[config.mk]
export PLATFORM = sky130hd
export DESIGN_NAME = wram_port
export DESIGN_NICKNAME = d
export VERILOG_FILES = /design/src/rtl/wram_port_pkg.sv /design/src/rtl/wram_port_decode.sv /design/src/rtl/wram_ptr_reg.sv /design/src/rtl/wram_port_fsm.sv /design/src/rtl/wram_port.sv
export SDC_FILE = /design/constraint.sdc
export NUM_CORES = 1
export LEC_CHECK = 0
export BUFFER_PORTS_ARGS = -buffer_cell sky130_fd_sc_hd__buf_2
export CAP_MARGIN = 20
export CELL_PAD_IN_SITES_DETAIL_PLACEMENT = 0
export CELL_PAD_IN_SITES_GLOBAL_PLACEMENT = 2
export CORE_ASPECT_RATIO = 2
export CORE_MARGIN = 5
export CORE_UTILIZATION = 30
export CTS_BUF_LIST = sky130_fd_sc_hd__clkbuf_8 sky130_fd_sc_hd__clkbuf_16
export DETAILED_ROUTE_END_ITERATION = 16
export PLACE_DENSITY = 0.84
export SYNTH_ARGS = -nofsm -noshare
export SYNTH_HDL_FRONTEND = slang
export SYNTH_HIERARCHICAL = 1
export SYNTH_SLANG_ARGS = --single-unit
[constraint.sdc]
create_clock -name clk -period 3.2 [get_ports clk]
set_clock_uncertainty 0.1 [all_clocks]
set_input_delay 0.32 -clock clk [delete_from_list [all_inputs] [get_ports clk]]
set_output_delay 0.32 -clock clk [all_outputs]
set_load 0.01 [all_outputs]
[src/rtl/wram_port_pkg.sv]
package wram_port_pkg;

    typedef enum logic [2:0] {
        ST_IDLE,
        ST_WR_COMMIT,
        ST_RD_ADDR,
        ST_RD_LATCH,
        ST_RD_DONE
    } port_state_t;

endpackage

[src/rtl/wram_port_decode.sv]
module wram_port_decode #(
    parameter int                 BUS_AW    = 16,
    parameter logic [BUS_AW-1:0]  PORT_BASE = 16'h2180,
    parameter int                 NLANES    = 3
) (
    input  logic [BUS_AW-1:0] bus_addr,
    input  logic              bus_rd,
    input  logic              bus_wr,
    output logic              data_rd,
    output logic              data_wr,
    output logic [NLANES-1:0] lane_ld
);

    logic hit_data;

    assign hit_data = (bus_addr == PORT_BASE);
    assign data_rd  = bus_rd && hit_data;
    assign data_wr  = bus_wr && hit_data;

    // pointer byte registers sit at consecutive offsets above the data port
    for (genvar g = 0; g < NLANES; g++) begin : g_lane
        localparam logic [BUS_AW-1:0] LANE_OFF = PORT_BASE + BUS_AW'(g + 1);
        assign lane_ld[g] = bus_wr && (bus_addr == LANE_OFF);
    end

endmodule

[src/rtl/wram_ptr_reg.sv]
module wram_ptr_reg #(
    parameter int PTR_W  = 17,
    parameter int NLANES = (PTR_W + 7) / 8
) (
    input  logic              clk,
    input  logic              rst_n,
    input  logic [NLANES-1:0] lane_ld,
    input  logic [7:0]        ld_data,
    input  logic              inc,
    output logic [PTR_W-1:0]  ptr
);

    logic [PTR_W-1:0] ptr_q;
    logic [PTR_W-1:0] ptr_stepped;
    logic [PTR_W-1:0] ld_mask;
    logic [PTR_W-1:0] ld_bits;

    // each lane covers up to eight pointer bits; the top lane may be narrower
    for (genvar g = 0; g < NLANES; g++) begin : g_lane
        localparam int LO = 8 * g;
        localparam int W  = ((PTR_W - LO) < 8) ? (PTR_W - LO) : 8;
        assign ld_mask[LO +: W] = {W{lane_ld[g]}};
        assign ld_bits[LO +: W] = ld_data[W-1:0];
    end

    // natural modulo-2^PTR_W arithmetic gives the wrap to zero
    assign ptr_stepped = inc ? (ptr_q + PTR_W'(1)) : ptr_q;

    always_ff @(posedge clk) begin
        if (!rst_n) begin
            ptr_q <= '0;
        end else begin
            ptr_q <= (ptr_stepped & ~ld_mask) | (ld_bits & ld_mask);
        end
    end

    assign ptr = ptr_q;

endmodule

[src/rtl/wram_port_fsm.sv]
module wram_port_fsm
    import wram_port_pkg::*;
#(
    parameter int PTR_W = 17
) (
    input  logic             clk,
    input  logic             rst_n,
    input  logic             data_rd,
    input  logic             data_wr,
    input  logic [PTR_W-1:0] ptr,
    input  logic [7:0]       wdata,
    input  logic [7:0]       ram_rdata,
    output logic             ptr_inc,
    output logic [PTR_W-1:0] acc_addr,
    output logic             ram_we,
    output logic [7:0]       ram_wdata,
    output logic             rd_valid,
    output logic [7:0]       rd_data,
    output logic             busy
);

    port_state_t      state_q;
    port_state_t      state_d;
    logic [PTR_W-1:0] acc_addr_q;
    logic [7:0]       wdata_q;
    logic [7:0]       rdata_q;

    // state register
    always_ff @(posedge clk) begin
        if (!rst_n) begin
            state_q <= ST_IDLE;
        end else begin
            state_q <= state_d;
        end
    end

    // next state
    always_comb begin
        state_d = state_q;
        unique case (state_q)
            ST_IDLE: begin
                if (data_wr) begin
                    state_d = ST_WR_COMMIT;      // write accept
                end else if (data_rd) begin
                    state_d = ST_RD_ADDR;        // read accept
                end
            end
            ST_WR_COMMIT: state_d = ST_IDLE;     // write retire
            ST_RD_ADDR:   state_d = ST_RD_LATCH; // read fetch
            ST_RD_LATCH:  state_d = ST_RD_DONE;  // read capture
            ST_RD_DONE:   state_d = ST_IDLE;     // read retire
            default:      state_d = ST_IDLE;
        endcase
    end

    // access address and data are frozen at accept time
    always_ff @(posedge clk) begin
        if (!rst_n) begin
            acc_addr_q <= '0;
            wdata_q    <= '0;
            rdata_q    <= '0;
        end else begin
            if (state_q == ST_IDLE && (data_wr || data_rd)) begin
                acc_addr_q <= ptr;
                wdata_q    <= wdata;
            end
            if (state_q == ST_RD_LATCH) begin
                rdata_q <= ram_rdata;
            end
        end
    end

    // outputs
    always_comb begin
        ptr_inc  = 1'b0;
        ram_we   = 1'b0;
        rd_valid = 1'b0;
        busy     = 1'b1;
        unique case (state_q)
            ST_IDLE: begin
                busy    = 1'b0;
                ptr_inc = data_wr || data_rd;
            end
            ST_WR_COMMIT: ram_we   = 1'b1;
            ST_RD_ADDR:   ;
            ST_RD_LATCH:  ;
            ST_RD_DONE:   rd_valid = 1'b1;
            default:      busy     = 1'b1;
        endcase
    end

    assign acc_addr  = acc_addr_q;
    assign ram_wdata = wdata_q;
    assign rd_data   = rdata_q;

endmodule

[src/rtl/wram_port.sv]
module wram_port #(
    parameter int                BUS_AW    = 16,
    parameter logic [BUS_AW-1:0] PORT_BASE = 16'h2180,
    parameter int                PTR_W     = 17,
    parameter int                RAM_AW    = 24,
    parameter logic [RAM_AW-1:0] BANK_BASE = 24'h7E0000
) (
    input  logic              clk,
    input  logic              rst_n,
    input  logic [BUS_AW-1:0] bus_addr,
    input  logic [7:0]        bus_wdata,
    input  logic              bus_rd,
    input  logic              bus_wr,
    output logic [7:0]        bus_rdata,
    output logic              bus_rvalid,
    output logic              port_busy,
    output logic [RAM_AW-1:0] ram_addr,
    output logic [7:0]        ram_wdata,
    input  logic [7:0]        ram_rdata,
    output logic              ram_we
);

    localparam int NLANES = (PTR_W + 7) / 8;

    logic              data_rd;
    logic              data_wr;
    logic [NLANES-1:0] lane_ld;
    logic              ptr_inc;
    logic [PTR_W-1:0]  ptr;
    logic [PTR_W-1:0]  acc_addr;

    wram_port_decode #(
        .BUS_AW   (BUS_AW),
        .PORT_BASE(PORT_BASE),
        .NLANES   (NLANES)
    ) u_decode (
        .bus_addr(bus_addr),
        .bus_rd  (bus_rd),
        .bus_wr  (bus_wr),
        .data_rd (data_rd),
        .data_wr (data_wr),
        .lane_ld (lane_ld)
    );

    wram_ptr_reg #(
        .PTR_W (PTR_W),
        .NLANES(NLANES)
    ) u_ptr (
        .clk    (clk),
        .rst_n  (rst_n),
        .lane_ld(lane_ld),
        .ld_data(bus_wdata),
        .inc    (ptr_inc),
        .ptr    (ptr)
    );

    wram_port_fsm #(
        .PTR_W(PTR_W)
    ) u_fsm (
        .clk      (clk),
        .rst_n    (rst_n),
        .data_rd  (data_rd),
        .data_wr  (data_wr),
        .ptr      (ptr),
        .wdata    (bus_wdata),
        .ram_rdata(ram_rdata),
        .ptr_inc  (ptr_inc),
        .acc_addr (acc_addr),
        .ram_we   (ram_we),
        .ram_wdata(ram_wdata),
        .rd_valid (bus_rvalid),
        .rd_data  (bus_rdata),
        .busy     (port_busy)
    );

    assign ram_addr = BANK_BASE | RAM_AW'(acc_addr);

endmodule

==> summary.md, run 1 <==
| Metric | Value |
|---|---|
| Io pins | `79` |
| Period Utilization, post-route | `between 70% and 80%` |
| Total track usage | `12.66%` |
| Fillers | `roughly 900` |
| Multi-input logic area | `0.001388 mm^2` |
| Worst r2r path cells | `6` |
| DR iter-0 viols | `106` |
| Setup bufs post-CTS | `0` |
| CP required | `about 3.3 ns` |
| Final hold violations | `0` |
| CP startpoint | `bus_addr[12]` |
| Largest family of logic cells by synthesized area | `simple AND/OR/NAND/NOR gates` |
| Pin count of the biggest net entering global routing | `45` |
| Register area | `0.001061 mm^2` |
| Worst-skew pair later-pin latency | `0.29 ns` |
| Status | `completed` |
| Slew headroom | `between 50% and 60%` |
| CP Capture Type | `flop` |
| Synth Instances | `287` |
| Reg2reg start | `u_fsm/state_q[2]$_SDFFE_PN0P_` |
| RSZ-0062 raised after global routing | `no` |
| Worst Hold Depth | `3` |
| Hold Path Class | `primary input to flop` |
| First-pass GRT wire length | `10570 um` |
| Pwr Total | `1.287 mW` |
| Power Density | `410.3 mW/mm^2` |
| Most frequent cells in the layout | `buf_2 (71), nand2_1 (59), dfxtp_1 (53)` |
| CTS resizes | `0` |
| Overflow left after global routing | `0` |
| Die Wd | `between 70 and 80 um` |
| Critical path peak fanout | `6` |
| Area Overhead vs Synth | `20.42%` |
| Synth Register Bits | `53` |
| Worst hold start | `ram_rdata[6]` |
| Layout cells sized above 1 | `28.33%` |
| CP Launch Type | `primary input` |
| VDD IR max | `0.0002634 V` |
| Synth Area in XOR/XNOR | `5.382%` |
| Final net count | `389` |
| Gp weighted congestion | `0.8485` |
| Drt drc | `0` |
| ANT nets after route | `0` |
| Clock Tree Buf Depth | `2` |
| Rows | `48` |
| Via density | `4.737` |
| Clock sink count | `53` |
| Leak pwr | `1.291 nW` |
| Die area | `0.01076 mm^2` |
| Min Clock Period, post-route | `2.259 ns` |
| Post-synthesis cell area | `0.002604 mm^2` |
| Tightest Pin Transition | `0.7483 ns` |
| Avg WL per Cell | `roughly 14 um` |
| Crit path kind | `primary input to flop` |
| Top achievable clock speed | `442.6 MHz` |
| Most common cell after layout, fill and taps aside | `buf_2` |
| Initial Utilization | `between 30% and 40%` |
| Hold_buf cts | `0` |
| Initial antenna violation count | `0` |
| Routed wire length | `6551 um` |
| Post-DP HPWL | `5184 um` |
| WP data arrival | `2.34 ns` |
| R2r setup slk | `roughly 1.1 ns` |
| Pre-antenna DRT Iters | `4` |
| Setup violators final | `0` |
| Die Y | `141.8 um` |
| TNS Setup | `0 ns` |
| H-tree depth | `2` |
| Compound-Gate Fraction of Synth Area | `5.718%` |
| Mean area per synthesized cell | `9.072 um^2` |
| End of the worst hold path | `u_fsm/rd_data[6]$_SDFFE_PN0N_` |
| Multiplexer area fraction after synthesis | `13.84%` |
| Adder-Cell Fraction of Synth Area | `0.4805%` |
| Port bufs | `71` |
| Clk slew on worst S/H paths | `0.06 ns` |
| Total core area | `0.008588 mm^2` |
| Post-Synth Simple-Gate Area | `26.86%` |
| Clock root buffer | `clkbuf_16` |
| Slew Limit Fails | `0` |
| Vias in the first global route | `around 2200` |
| Via count | `2146` |
| Number of distinct library cells after synthesis | `34` |
| Sequential fraction of the synthesis area | `40.75%` |
| CTS tree | `yes` |
| Max cap viols | `0` |
| Inserted Clock Buffers | `5` |
| Synth warn | `6` |
| Ant. Diodes | `0` |
[worst max-delay path: stages]
cell and delay, ns:
buf_2 0.11, nor4b_4 0.29, nand4_1 0.17, nor4b_2 0.33, nor2_2 0.11, nor2_8 0.13, nand4_2 0.23, nor4_2 0.39
xnor2_1 0.17, a21oi_1 0.08
[per-layer routing]
| layer | vias to the layer above | GRT usage, % | routed length (um) |
|---|---|---|---|
| met1 | 974 | 12.66 | 2351 |
| met2 | 67 | 22.51 | 3558 |
| met4 | 0 | 6.728 | 244 |
| met5 | - | 0 | 0 |
| li1 | 1087 | - | - |
| met3 | 18 | 3.475 | 396 |
[per-stage QoR]
stage / util [%] / area (um^2) / hold slack, ns / cells / worst slack [ns]
after floorplan: - / 2623 / 0.3505 / 292 / 0.6636
after global placement: 34.67 / 2978 / 0.3409 / 445 / 0.6556
after detailed placement: 34.67 / 2978 / 0.3484 / 445 / 0.6483
after CTS: 36.51 / 3136 / 0.1546 / 453 / 0.9454
after global routing: 36.51 / 3136 / 0.1653 / 453 / 0.7380
final: 36.51 / 3136 / 0.1627 / 453 / 0.9408
[synthesized netlist by cell type]
library cell  count  area [um^2]
nand2_1          59        221.5
nand4_2           3        37.54
nand3_2           1        10.01
nor4b_4           3        71.32
conb_1            2        7.510
ha_1              1        12.51
o21ai_0          10        50.05
nand3_1           3        15.01
buf_12            2        40.04
and3_1            3        18.77
nor3_1            3        15.01
nor2_1           22        82.58
buf_6             1        11.26
nor3b_1           3        22.52
nor4_2            5        62.56
nor2_2            1        6.260
mux2i_1          36        360.4
inv_1             6        22.52
xor2_1            2        17.52
nor2_8            1        20.02
nand4_1           8        50.05
clkbuf_1          9        33.78
dfxtp_1          53         1061
buf_4             7        52.55
o22ai_1           3        18.77
or3_1             2        12.51
xnor2_1          14        122.6
nor2b_1           1        6.260
inv_2             1        3.750
a21oi_1          16        80.08
nand3b_1          1        7.510
nor3b_2           2        25.02
buf_2             2        10.01
nor4b_2           1        15.01
[kinds of logic after synthesis]
group,Yosys count
AO/OA/AOI/OAI,29
XOR/XNOR,16
adder cells (fa/ha/maj),1
buffers and inverters,28
flip-flops,53
multiplexers,36
other,2
AND/OR/NAND/NOR,122
[power by group]
group | switching (mW) | leakage, nW | internal (mW)
sequential | 0.00000632 | 0.427 | 0.659
combinational | 0.0382 | 0.785 | 0.0239
clock | 0.234 | 0.0799 | 0.332
[area by class of cell]
class | count | share of cell area [%]
clock buffers | 7 | 4.868
clock inverters | 1 | 0.1596
inverters | 7 | 0.8380
multi-input cells | 211 | 44.25
flip-flops and latches | 53 | 33.84
well taps | 100 | 3.990
repair buffers | 74 | 12.05
[how the worst max path moves through the flow]
| stage | slack, ns | cells after the start | endpoint |
|---|---|---|---|
| 2_1_floorplan | 0.66 | 11 | flop |
| 3_3_place_gp | 0.66 | 10 | flop |
| 3_5_place_dp | 0.65 | 10 | flop |
| 4_1_cts | 0.95 | 10 | flop |
| 5_1_grt | 0.74 | 10 | flop |
| 6_report | 0.94 | 10 | flop |
Power figures use the tool's default switching activity.
==> run 2: changes to the inputs <==
- CORE_UTILIZATION: 30 -> 27
- PLACE_DENSITY: 0.84 -> 0.8
- clock period: 3.2 -> 1.9 ns (I/O delays scaled with it)
==> run 2 against run 1 <==
Sequential power rose by 68%; power rose by 78%; non-clock buffer count rose by 30; sequential share of layout area fell by 3.4 points; flip-flop and latch count did not move; routed wire length rose by 6.6%; utilization rose by 0.65 points; largest power group unchanged.
==> summary.md, run 2 (same netlist as run 1, synthesis figures left out) <==
| Metric | Value |
|---|---|
| DP Area | `0.003229 mm^2 (+8.4%)` |
| CP Launch Type | `primary input` |
| TNS Setup | `0 ns (unchanged)` |
| Fin cells | `487 (+7.5%)` |
| CP Capture Type | `flop` |
| Pin count of the biggest net entering global routing | `34 (-24%)` |
| Met3 Use GR | `2.056% (-1.4 points)` |
| Status | `completed` |
| Power Density | `657.9 mW/mm^2 (+60%)` |
| Ant. Diodes | `0 (unchanged)` |
| Io pins | `79 (unchanged)` |
| H-tree depth | `2 (unchanged)` |
| Post-DP HPWL | `5388 um (+3.9%)` |
| Sequential power share | `48.4% (-2.8 points)` |
| Routed wire length | `6984 um (+6.6%)` |
| Max cap viols | `0 (unchanged)` |
| RSZ-0062 raised after global routing | `yes` |
| Period Utilization, post-route | `97.45%` |
| ANT nets after route | `0 (unchanged)` |
| Slew Limit Fails | `0 (unchanged)` |
| Layout cells sized above 1 | `34.73% (+6.4 points)` |
| WP data arrival | `1.92 ns (-0.42 ns)` |
| Total core area | `0.009384 mm^2 (+9.3%)` |
| Worst-path cell chain | `buf_6 > nor4b_4 > nand4_1 > buf_4 > nor2b_2 > nor2_4 > nor2_8 > inv_1 > and3_1 > a21oi_1 > o22ai_1` |
| Inserted Clock Buffers | `5 (unchanged)` |
| Reg2reg start | `u_fsm/state_q[2]$_SDFFE_PN0P_` |
| Slew headroom | `64.03% (+14 points)` |
| Via count | `2235 (+4.1%)` |
| Initial antenna violation count | `0 (unchanged)` |
| Clock sink count | `53 (unchanged)` |
| Worst-skew pair later-pin latency | `0.30 ns (about the same)` |
| Logic pwr share | `5.5% (+0.7 points)` |
| Clk slew on worst S/H paths | `0.07 ns (about the same)` |
| CTS tree | `yes` |
| Gp weighted congestion | `0.7862 (-7.3%)` |
| Total track usage | `12.05% (-0.62 points)` |
| Clock share of power | `46.1% (+2.2 points)` |
| Top achievable clock speed | `540.1 MHz` |
| Port bufs | `71 (unchanged)` |
| Worst hold start | `ram_rdata[2]` |
| Worst Hold Depth | `3 (unchanged)` |
| CP max-delay cell | `nor4b_4` |
| Final hold violations | `0 (unchanged)` |
| Min Clock Period, post-route | `1.852 ns` |
| Die Y | `148.9 um (+5.0%)` |
| Final net count | `419 (+7.7%)` |
| Post-route setup slack | `0.04849 ns (-0.8923 ns)` |
| CP required | `1.97 ns (-1.31 ns)` |
| Avg WL per Cell | `14.34 um (-0.83%)` |
| Grt peak-use layer | `met2` |
| CP startpoint | `bus_addr[9]` |
| Internal power | `1.823 mW (+80%)` |
| Hold_buf cts | `0 (unchanged)` |
| Crit path kind | `primary input to flop` |
| Clock Tree Buf Depth | `2 (unchanged)` |
| Die area | `0.01183 mm^2 (+10%)` |
| Vias in the first global route | `2290 (+4.4%)` |
| Overflow left after global routing | `0 (unchanged)` |
| DR iter-0 viols | `105 (-0.94%)` |
| Pre-antenna DRT Iters | `4 (unchanged)` |
| Sw Ratio | `20.53% (-0.61 points)` |
| R2r setup slk | `0.11 ns (-1.01 ns)` |
| Initial Utilization | `27.75% (-2.6 points)` |
| Met2 GRT Util | `23.41% (+0.90 points)` |
| Rows | `50 (+4.2%)` |
| Worst r2r path cells | `6 (unchanged)` |
| Sw Pwr | `470.9 uW (+73%)` |
| Via density | `4.589 (-3.1%)` |
| Drt drc | `0 (unchanged)` |
| Cell area after layout | `0.003487 mm^2 (+11%)` |
| VDD IR max | `0.0002889 V (+9.7%)` |
| Pwr Total | `2.294 mW (+78%)` |
| Clock root buffer | `clkbuf_16` |
| Placed Cells | `477 (+7.2%)` |
| Setup slack at placement | `-0.4047 ns (-1.053 ns)` |
| Hold Path Class | `primary input to flop` |
| Critical path peak fanout | `7 (+1)` |
| Area Overhead vs Synth | `33.93%` |
| Core Util, Final | `37.16% (+0.65 points)` |
| Final hold slack | `0.02592 ns (-0.1367 ns)` |
| GR Util met1 | `11.61% (-1.1 points)` |
| Die Wd | `79.44 um (+4.7%)` |
| Setup violators final | `0 (unchanged)` |
| Tightest Pin Transition | `0.5379 ns (-0.2105 ns)` |
| First-pass GRT wire length | `11130 um (+5.3%)` |
| Most frequent cells in the layout | `buf_2 (65), nand2_1 (59), dfxtp_1 (53)` |
| CP peak stage delay | `0.30 ns (-0.09 ns)` |
| Leak pwr | `1.502 nW (+16%)` |
| Most common cell after layout, fill and taps aside | `buf_2` |
-- run 2: power by group through the flow --
stage | registers [mW] | clock network [mW] | logic [mW]
after floorplan | 1.14 | 0 | 0.0556
after global placement | 1.14 | 0 | 0.116
after detailed placement | 1.14 | 0 | 0.116
after CTS | 1.11 | 1.09 | 0.119
after global routing | 1.11 | 1.15 | 0.139
final | 1.11 | 1.06 | 0.127
-- run 2: worst max-delay path: cells and delay by family --
kind            cells  cell delay, ns
compound gates      2            0.25
buf+inv             3            0.40
simple gates        6            1.07
-- run 2: worst min-delay path by stage --
stage | end | slack [ns]
after floorplan | u_fsm/ram_wdata[0]$_SDFFE_PN0P_ | 0.23
after global placement | u_fsm/rd_data[2]$_SDFFE_PN0N_ | 0.32
after detailed placement | u_fsm/rd_data[2]$_SDFFE_PN0N_ | 0.33
after CTS | u_fsm/rd_data[2]$_SDFFE_PN0N_ | 0.02
after global routing | u_fsm/rd_data[1]$_SDFFE_PN0N_ | 0.03
final | u_fsm/rd_data[2]$_SDFFE_PN0N_ | 0.03
-- run 2: area by class of cell --
cell class	instances	area, um^2
clock buffers	6	138.9
clock inverters	2	33.78
fillers	986	5897
repair buffers	104	660.6
inverters	7	26.28
flip-flops and latches	53	1061
multi-input cells	211	1436
well taps	104	130.1
-- run 2: repair_timing --
item / 4_1_cts / 5_1_grt
gates resized for setup: 1 / 12
setup buffers: 2 / 0
endpoints found under the setup margin: 20 / 23
pin swaps: 3 / 2
-- run 2: per-layer routing --
layer	vias up	wire length [um]
met2	53	4035
met3	10	246
met4	0	201
met5	-	0
li1	1147	-
met1	1025	2499
